<file path="config.mk">
export PLATFORM = sky130hd
export DESIGN_NAME = tape_cmd_unit
export DESIGN_NICKNAME = d
export VERILOG_FILES = /design/src/rtl/tape_cmd_pkg.sv /design/src/rtl/tape_cmd_decode.sv /design/src/rtl/tape_cmd_timer.sv /design/src/rtl/tape_chan_flops.sv /design/src/rtl/tape_status_reg.sv /design/src/rtl/tape_cmd_unit.sv
export SDC_FILE = /design/constraint.sdc
export NUM_CORES = 1
export LEC_CHECK = 0
export ABC_AREA = 1
export ABC_CLOCK_PERIOD_IN_PS = 2200
export CORE_ASPECT_RATIO = 0.8
export CORE_MARGIN = 2
export CORE_UTILIZATION = 30
export DETAILED_ROUTE_END_ITERATION = 7
export GPL_TIMING_DRIVEN = 1
export SLEW_MARGIN = 20
export SYNTH_ARGS = -nofsm -noshare
export SYNTH_HDL_FRONTEND = slang
export SYNTH_SLANG_ARGS = --single-unit
</file>
<file path="constraint.sdc">
create_clock -name clk -period 2.2 [get_ports clk]
set_input_delay 0.66 -clock clk [delete_from_list [all_inputs] [get_ports clk]]
set_output_delay 0.66 -clock clk [all_outputs]
set_load 0.02 [all_outputs]
</file>
<file path="src/rtl/tape_cmd_pkg.sv">
package tape_cmd_pkg;

    localparam logic [7:0] FN_CLEAR  = 8'o300;
    localparam logic [7:0] FN_WRITE  = 8'o031;
    localparam logic [7:0] FN_READ   = 8'o023;
    localparam logic [7:0] FN_GAP    = 8'o011;
    localparam logic [7:0] FN_FWD    = 8'o003;
    localparam logic [7:0] FN_BACK   = 8'o041;
    localparam logic [7:0] FN_REWIND = 8'o201;
    localparam logic [7:0] FN_RWOFF  = 8'o101;
    localparam logic [7:0] FN_MARK   = 8'o035;

    localparam int NUM_CHAN = 2;
    localparam int CH_CMD   = 0;
    localparam int CH_DAT   = 1;

    // Stored part of the status word
    typedef struct packed {
        logic eof;
        logic bot;
        logic eot;
        logic tim;
        logic rej;
        logic par;
    } stored_sts_t;

    // Outcome bits delivered with a completion pulse
    typedef struct packed {
        logic eof;
        logic eot;
        logic tim;
        logic par;
    } done_sts_t;

    typedef enum logic [1:0] {
        DEC_NONE   = 2'd0,
        DEC_CLEAR  = 2'd1,
        DEC_ACCEPT = 2'd2,
        DEC_REJECT = 2'd3
    } dec_result_t;

    function automatic logic is_operation(input logic [7:0] code);
        case (code)
            FN_WRITE, FN_READ, FN_GAP, FN_FWD,
            FN_BACK, FN_REWIND, FN_RWOFF, FN_MARK: return 1'b1;
            default:                               return 1'b0;
        endcase
    endfunction

    function automatic logic writes_tape(input logic [7:0] code);
        return (code == FN_WRITE) || (code == FN_GAP) || (code == FN_MARK);
    endfunction

    function automatic logic is_rewind(input logic [7:0] code);
        return (code == FN_REWIND) || (code == FN_RWOFF);
    endfunction

    function automatic logic [8:0] build_status(input stored_sts_t s,
                                                input logic attached,
                                                input logic wlock,
                                                input logic active);
        logic local_b, wlk_b, busy_b;
        local_b = ~attached;
        wlk_b   = attached & wlock;
        busy_b  = ~attached | active;
        return {local_b, s.eof, s.bot, s.eot, s.tim, s.rej, wlk_b, s.par, busy_b};
    endfunction

endpackage

</file>
<file path="src/rtl/tape_cmd_decode.sv">
module tape_cmd_decode
    import tape_cmd_pkg::*;
(
    input  logic        wr,
    input  logic [7:0]  code,
    input  logic        active,
    input  logic        stored_bot,
    input  logic        wlock,
    output dec_result_t result
);
    logic bad_code, busy_hit, bot_hit, lock_hit;

    always_comb begin
        bad_code = ~is_operation(code);
        busy_hit = active;
        bot_hit  = (code == FN_BACK) & stored_bot;
        lock_hit = wlock & writes_tape(code);
        if (!wr)
            result = DEC_NONE;
        else if (code == FN_CLEAR)
            result = DEC_CLEAR;
        else if (bad_code | busy_hit | bot_hit | lock_hit)
            result = DEC_REJECT;
        else
            result = DEC_ACCEPT;
    end
endmodule

</file>
<file path="src/rtl/tape_cmd_timer.sv">
module tape_cmd_timer #(
    parameter int CMD_DELAY = 40
) (
    input  logic clk,
    input  logic rst,
    input  logic load,
    input  logic abort,
    output logic running,
    output logic expire
);
    localparam int CW = $clog2(CMD_DELAY + 1);
    localparam logic [CW-1:0] LOAD_VAL = CW'(CMD_DELAY);

    logic [CW-1:0] cnt;

    assign running = (cnt != '0);
    assign expire  = (cnt == CW'(1));

    always_ff @(posedge clk) begin
        if (rst)
            cnt <= '0;
        else if (abort)
            cnt <= '0;
        else if (load)
            cnt <= LOAD_VAL;
        else if (running)
            cnt <= cnt - CW'(1);
    end
endmodule

</file>
<file path="src/rtl/tape_chan_flops.sv">
module tape_chan_flops (
    input  logic clk,
    input  logic rst,
    input  logic ctl_set,
    input  logic ctl_clr,
    input  logic flg_set,
    input  logic flg_clr,
    output logic ctl,
    output logic flg,
    output logic fbf,
    output logic srq
);
    always_ff @(posedge clk) begin
        if (rst) begin
            ctl <= 1'b0;
            flg <= 1'b0;
            fbf <= 1'b0;
        end else begin
            if (ctl_clr)      ctl <= 1'b0;
            else if (ctl_set) ctl <= 1'b1;
            if (flg_clr) begin
                flg <= 1'b0;
                fbf <= 1'b0;
            end else if (flg_set) begin
                flg <= 1'b1;
                fbf <= 1'b1;
            end
        end
    end

    assign srq = flg;
endmodule

</file>
<file path="src/rtl/tape_status_reg.sv">
module tape_status_reg
    import tape_cmd_pkg::*;
(
    input  logic        clk,
    input  logic        rst,
    input  logic        reset_bot,
    input  logic        any_write,
    input  dec_result_t dec,
    input  logic        done_evt,
    input  done_sts_t   done_sts,
    input  logic        live_bot,
    input  logic        fail_evt,
    output stored_sts_t sts
);
    stored_sts_t nxt;

    always_comb begin
        nxt = sts;
        if (done_evt) begin
            nxt.eof = sts.eof | done_sts.eof;
            nxt.eot = sts.eot | done_sts.eot;
            nxt.tim = sts.tim | done_sts.tim;
            nxt.par = sts.par | done_sts.par;
            nxt.bot = live_bot;
        end
        if (fail_evt)
            nxt.rej = 1'b1;
        if (any_write)
            nxt.rej = 1'b0;
        case (dec)
            DEC_CLEAR: begin
                nxt     = '0;
                nxt.bot = sts.bot;
            end
            DEC_ACCEPT: nxt = '0;
            DEC_REJECT: nxt.rej = 1'b1;
            default: ;
        endcase
    end

    always_ff @(posedge clk) begin
        if (rst) begin
            sts     <= '0;
            sts.bot <= reset_bot;
        end else begin
            sts <= nxt;
        end
    end
endmodule

</file>
<file path="src/rtl/tape_cmd_unit.sv">
module tape_cmd_unit
    import tape_cmd_pkg::*;
#(
    parameter int CMD_DELAY = 40
) (
    input  logic       clk,
    input  logic       rst,
    input  logic       host_wr,
    input  logic [7:0] host_data,
    input  logic [1:0] host_ctl_set,
    input  logic [1:0] host_ctl_clr,
    input  logic [1:0] host_flg_clr,
    input  logic       seq_done,
    input  logic [3:0] seq_done_sts,
    input  logic       seq_dflag_set,
    input  logic       seq_first_clr,
    input  logic       unit_attached,
    input  logic       unit_wlock,
    input  logic       unit_at_bot,
    output logic [8:0] status_word,
    output logic [7:0] func_q,
    output logic       op_go,
    output logic       ptr_reset,
    output logic       first_svc,
    output logic       xfer_en,
    output logic [1:0] ctl_q,
    output logic [1:0] flg_q,
    output logic [1:0] fbf_q,
    output logic [1:0] srq_q
);
    dec_result_t dec;
    stored_sts_t sts;
    logic        active;
    logic        tmr_running, tmr_expire;
    logic        is_clr, is_acc;
    logic        rew_abort, done_evt, fail_evt, done_flag;
    logic [1:0]  flg_set_v, flg_clr_v, ctl_clr_v;

    tape_cmd_decode u_decode (
        .wr         (host_wr),
        .code       (host_data),
        .active     (active),
        .stored_bot (sts.bot),
        .wlock      (unit_wlock),
        .result     (dec)
    );

    assign is_clr    = (dec == DEC_CLEAR);
    assign is_acc    = (dec == DEC_ACCEPT);
    assign rew_abort = is_clr & active & is_rewind(func_q);
    assign done_evt  = seq_done & active & ~tmr_running;
    assign fail_evt  = tmr_expire & ~unit_attached;
    assign done_flag = done_evt & (func_q != FN_RWOFF);
    assign op_go     = tmr_expire & unit_attached;

    tape_cmd_timer #(.CMD_DELAY(CMD_DELAY)) u_timer (
        .clk     (clk),
        .rst     (rst),
        .load    (is_acc),
        .abort   (rew_abort),
        .running (tmr_running),
        .expire  (tmr_expire)
    );

    tape_status_reg u_status (
        .clk       (clk),
        .rst       (rst),
        .reset_bot (unit_attached & unit_at_bot),
        .any_write (host_wr),
        .dec       (dec),
        .done_evt  (done_evt),
        .done_sts  (done_sts_t'(seq_done_sts)),
        .live_bot  (unit_at_bot),
        .fail_evt  (fail_evt),
        .sts       (sts)
    );

    assign flg_set_v[CH_CMD] = done_flag | fail_evt;
    assign flg_set_v[CH_DAT] = seq_dflag_set;

    generate
        for (genvar ch = 0; ch < NUM_CHAN; ch++) begin : g_chan
            assign flg_clr_v[ch] = host_flg_clr[ch] | is_clr | is_acc;
            assign ctl_clr_v[ch] = host_ctl_clr[ch] | is_clr;
            tape_chan_flops u_flops (
                .clk     (clk),
                .rst     (rst),
                .ctl_set (host_ctl_set[ch]),
                .ctl_clr (ctl_clr_v[ch]),
                .flg_set (flg_set_v[ch]),
                .flg_clr (flg_clr_v[ch]),
                .ctl     (ctl_q[ch]),
                .flg     (flg_q[ch]),
                .fbf     (fbf_q[ch]),
                .srq     (srq_q[ch])
            );
        end
    endgenerate

    always_ff @(posedge clk) begin
        if (rst) begin
            active    <= 1'b0;
            func_q    <= '0;
            first_svc <= 1'b0;
            xfer_en   <= 1'b0;
            ptr_reset <= 1'b0;
        end else begin
            ptr_reset <= is_acc;
            if (is_acc) begin
                active <= 1'b1;
                func_q <= host_data;
            end else if (done_evt | fail_evt | rew_abort) begin
                active <= 1'b0;
            end
            if (is_clr | seq_first_clr) first_svc <= 1'b0;
            else if (is_acc)            first_svc <= 1'b1;
            if (is_clr | host_ctl_clr[CH_DAT]) xfer_en <= 1'b0;
            else if (is_acc)                   xfer_en <= 1'b1;
        end
    end

    assign status_word = build_status(sts, unit_attached, unit_wlock, active);
endmodule

</file>
After elaboration in Yosys (flattened, before gate mapping). Index checks and enable logic that the tools add are counted.

Add/subtract/negate cells: 1. Equality and inequality tests: 17. Muxes and demuxes: 16. Bitwise gates (word level): 32. Reduce and logical (&&, ||, !) cells: 20.

Operators with widths (number): $eq 8x5->1 const B (3); $eq 8x8->1 const B (3); $or 1x1->1 (18); $eq 8x7->1 const B (2); $reduce_or 2->1 (7); $mux 6 (2); $and 1x1->1 (11); $eq 8x2->1 const B (1); $eq 8x4->1 const B (1); $eq 8x6->1 const B (1); $mux 1 (8); $ne 8x7->1 const B (1); $pmux 4 s2 (1); $reduce_or 8->1 (1); $eq 6x1->1 const B (1); $reduce_bool 3->1 (2); $reduce_bool 6->1 (1); $reduce_or 3->1 (2); $sub 6x1->6 const B (1); $mux 5 (1); $eq 2x2->1 const B (2); $mux 2 (2); $mux 4 (1); $reduce_bool 2->1 (2); other kinds (7) (11).

Register bits: 28. Logic and storage cells: 103.

Longest topological paths before layout.
Depth after elaboration: 16. Gate-level depth with buffers: 11. Gate-level depth less buffers: 11.

Cells and area by module. From an unflattened synthesis, not the netlist that was laid out.

Cell total of the unflattened synthesis: 245. Area, all modules: 1651.6 sq um.

Modules (own cells, without submodules): tape_cmd_unit (times used 1, cells an instance 85, area an instance 581.8 sq um); tape_cmd_timer (times used 1, cells an instance 41, area an instance 354.1 sq um); tape_status_reg (times used 1, cells an instance 39, area an instance 315.3 sq um); tape_cmd_decode (times used 1, cells an instance 54, area an instance 222.7 sq um); tape_chan_flops (times used 2, cells an instance 13, area an instance 88.8 sq um).

Worst setup path before layout. No wires, ideal clock.

Path kind: input to register. From: input host_data[7]. To: register u_status.sts[4] (netlist name). Setup time: 0.292 ns. Arrival time: 1.449 ns. Required time: 1.908 ns. Slack: 0.459 ns. Stages on the path: 11. Path through: nand2_1 inv_1 nand2_1 nor2_1 nor2_1 nand2_1 nor2_4 nand3_4 nand2_1 nand2_1 nand2_1.

Cells in the longest elaborated chain, start to end: 13. Elaborated cells on any way between the ends: 27.

Ends and longest elaborated chain: start, declared (RTL line tape_cmd_unit.sv:9) `input logic [7:0] host_data,`; $eq 8x5->1, or another cell as far along (RTL line tape_cmd_pkg.sv:43) `case (code)`; $reduce_or 8->1 (RTL line tape_cmd_pkg.sv:43); $mux 1 (RTL line tape_cmd_pkg.sv:43); $not 1->1 (RTL line tape_cmd_decode.sv:14) `bad_code = ~is_operation(code);`; $or 1x1->1 (3 in series) (RTL line tape_cmd_decode.sv:22) `else if (bad_code | busy_hit | bot_hit | lock_hit)`; $mux 1 (RTL line tape_cmd_decode.sv:22); $mux 2 * (RTL line tape_cmd_decode.sv:20) `else if (code == FN_CLEAR)`; $mux 2 * (RTL line tape_cmd_decode.sv:18) `if (!wr)`; $eq 2x1->1 or $eq 2x2->1 (tied branches) (RTL line tape_status_reg.sv:30) `case (dec)`; $ne 2x2->1 (no line) or $reduce_bool 3->1 (tied branches); $reduce_and 2->1 (no line) *.

Every way passes the cells marked *; elsewhere a longest branch is shown, timed or not. A chain may end at the register's enable or synchronous reset.

Worst setup path in the final report.
From: input unit_attached. To: output status_word[8].

Cells in the longest elaborated chain, start to end: 1.

Ends and longest elaborated chain: start, declared (RTL line tape_cmd_unit.sv:17) `input logic unit_attached,`; $not 1->1 (RTL line tape_cmd_pkg.sv:63) `local_b = ~attached;`; end, declared (RTL line tape_cmd_unit.sv:20) `output logic [8:0] status_word,`.

Every way passes these cells.

==> impl_metrics.env <==
export IMPL_core_area_um2=4980
export IMPL_netlist_area_um2=1540
export IMPL_synthSimpleGateAreaFrac_pct=32.8
export IMPL_grt_max_degree=17
export IMPL_reg2reg_to="u_status.sts[4]"
export IMPL_postCtsHoldBufs=0
export IMPL_power_total_mw=1.56
export IMPL_die_area_um2=5730
export IMPL_drv_slew=0
export IMPL_layout_common_cells="49 x clkdlybuf4s50_1, 40 x nand2_1, 35 x inv_1, 35 x nor2_1, 27 x dfxtp_1"
export IMPL_synth_flop_cell="dfxtp_1"
export IMPL_finalSetupViolations=0
export IMPL_rsz0062_at_grt="no"
export IMPL_grt_first_pass_wirelength_mm=5.78
export IMPL_synth_xor_area_share_pct=1.70
export IMPL_min_path_type="reg2reg"
export IMPL_nets=311
export IMPL_cts_buffers=3
export IMPL_drt_iter0_drc=48
export IMPL_hold_path_depth=2
export IMPL_synth_top_area_share_pct=35.1
export IMPL_drive_gt1_share_pct=18.6
export IMPL_start_kind="input pin"
export IMPL_io_pins=56
export IMPL_clk_path_buf_depth=2
export IMPL_synth_net_count=242
export IMPL_syn_inst=212
export IMPL_mostFrequentLayoutCell="clkdlybuf4s50_1"
export IMPL_finalNonFillerCells=342
export IMPL_drc=0
export IMPL_synth_fa_ha_area_share_pct=2.44
export IMPL_worst_pin_slew_ns=0.268
export IMPL_hold_violations=0
export IMPL_synth_yosys_warnings=0
export IMPL_area_growth_pct=49.6
export IMPL_worstSetupPathType="in2out"
export IMPL_required_ns=1.54
export IMPL_power_density_nw_per_um2=675
export IMPL_clkTransAtPathRegs_ns=0.10
export IMPL_synthTopCellsByArea="dfxtp_1 35%, nand2_1 9.7%, inv_1 8.5%"
export IMPL_fillers=510
export IMPL_async_flop_share_pct=0
export IMPL_clockRootBuffer="clkbuf_8"
export IMPL_synth_compound_area_share_pct=10.5
export IMPL_dp_hpwl_mm=2.91
export IMPL_diodes=0
export IMPL_relSlewSlack_pct=82.1
export IMPL_yosys_area_top_type="dfxtp_1"
export IMPL_grtUsageTotal_pct=12.7
export IMPL_synth_mux_area_fraction_pct=0.649
export IMPL_gp_congestion=0.851
export IMPL_numPortBuffers=55
export IMPL_grt_overflow_total=0
export IMPL_ys_seq_elements=28
export IMPL_cap_violations=0
export IMPL_place_inst=338
export IMPL_r2r_slack_ns=0.71
export IMPL_htree_levels=1
export IMPL_finClkSkew_ns=0.00318
export IMPL_ir_drop_uv=340
export IMPL_fin_crit_sh_pct=97.1
export IMPL_vias_per_cell=4.28
export IMPL_placed_cell_area_um2=2240
export IMPL_clock_latency_ns=0.28
export IMPL_grt_pass1_vias=1262
export IMPL_worst_setup_path_end_kind="output pin"
export IMPL_r2r_start="u_timer.cnt[0]"
export IMPL_die_h_um=68.1
export IMPL_initial_core_util_pct=31.0
export IMPL_crit_arrival_ns=1.48
export IMPL_rows=23
export IMPL_worstPathMaxFanout=4
export IMPL_min_to="u_status.sts[0]"
export IMPL_fmax_mhz=468
export IMPL_synth_top_family_by_area="simple AND/OR/NAND/NOR gates"
export IMPL_synth_yosys_seq_area_share_pct=37.0
export IMPL_first_pass_iters=4
export IMPL_final_util_pct=46.3
export IMPL_p_leak_nw=1.01
export IMPL_wire_per_inst_um=10.3
export IMPL_min_from="u_status.sts[0]"
export IMPL_cts_tree="built"
export IMPL_drt_total_wl_mm=3.52
export IMPL_status="complete, no violations"
export IMPL_design_area_um2=2310
export IMPL_reg2regPathDepth=8
export IMPL_min_period_ns=2.14
export IMPL_synth_edf_count=1
export IMPL_die_x_um=84.1
export IMPL_synth_cell_types=31
export IMPL_avgSynthCellArea_um2=7.27
export IMPL_clkSinkCount=28
export IMPL_dr_total_vias=1464
export IMPL_antenna_found_initial=0
export IMPL_ant_nets=0
[logic make-up (layout without fill, tap and decap cells)]
logic type,after synthesis,after routing
and+or+nand+nor,104,104
buffers and inverters,49,117
adders and majority gates,3,3
muxes,1,1
DFF,28,28
xor gates and xnor gates,3,3
AOI/OAI and AO/OA,24,24
[power breakdown]
part / internal [mW] / total [mW] / switching [mW] / leakage (nW)
Clock: 0.198 / 0.374 / 0.176 / 0.0339
Combinational: 0.253 / 0.568 / 0.315 / 0.748
Sequential: 0.570 / 0.614 / 0.0437 / 0.230
Total: 1.02 / 1.56 / 0.534 / 1.01
[worst max-delay path: stages]
cell and delay, ns:
clkdlybuf4s15_1 0.30, inv_1 0.08, buf_4 0.13, dlygate4sd2_1 0.31
[per-layer routing]
layer  share of wire [%]  vias to the layer above  wire (µm)  GRT usage (%)
li1                    -                      778          -              -
met1                  52                      645       1830           17.2
met2                  42                       37       1490           20.7
met3                 4.9                        4        174           3.26
met4                0.82                        0         29           3.02
met5                   0                        -          0              0
[cells in the mapped netlist, types with 3 or more instances]
cell     number
inv_1        35
ha_1          3
nand3_1      10
dfxtp_1      27
a21oi_2       4
o21ai_2       5
nor2_1       35
nand2_1      40
buf_4         9
a21oi_1       7
nand3_2       6
o21ai_1       3
xor2_1        3
[flip-flops by register name (all words and copies together) (netlist names)]
| signal | count |
|---|---|
| func_q | 8 |
| active | 1 |
| u_timer.cnt | 6 |
| g_chan.u_flops.ctl | 2 |
| xfer_en | 1 |
| first_svc | 1 |
| g_chan.u_flops.flg | 2 |
| ptr_reset | 1 |
| u_status.sts | 6 |
[worst max path at each step]
stage	from	endpoint	slack, ns	cells past startpoint
2_1_floorplan	host_data[7]	u_status.sts[4]	0.46	11
3_3_place_gp	unit_attached	op_go	-0.49	4
3_5_place_dp	unit_attached	op_go	-0.52	4
4_1_cts	unit_wlock	status_word[2]	0.003	4
5_1_grt	unit_attached	status_word[8]	0.009	4
6_report	unit_attached	status_word[8]	0.06	4
[timing repair]
action | 4_1_cts | 5_1_grt
endpoints found under the setup margin | 4 | 5
resized for setup | 6 | 4
setup buffers | 0 | 0
hold endpoints to repair | 0 | 0
[through the flow]
step           setup TNS, ns  hold WS (ns)  setup slack, ns
2_1_floorplan              0         0.453            0.459
6_report                   0         0.449           0.0632
3_5_place_dp           -5.00         0.440           -0.519
5_1_grt                    0         0.471          0.00925
4_1_cts                    0         0.455          0.00327
3_3_place_gp           -3.58         0.428           -0.490
[layout make-up]
class	count	area, µm²	share of cell area, %
clock buffer	4	66.3	2.88
inverter	38	143	6.19
multi-input combinational	135	741	32.1
sequential	28	571	24.7
tap	62	77.6	3.36
timing repair buffer	75	708	30.7
No activity file was read; power rests on OpenSTA's default activity.
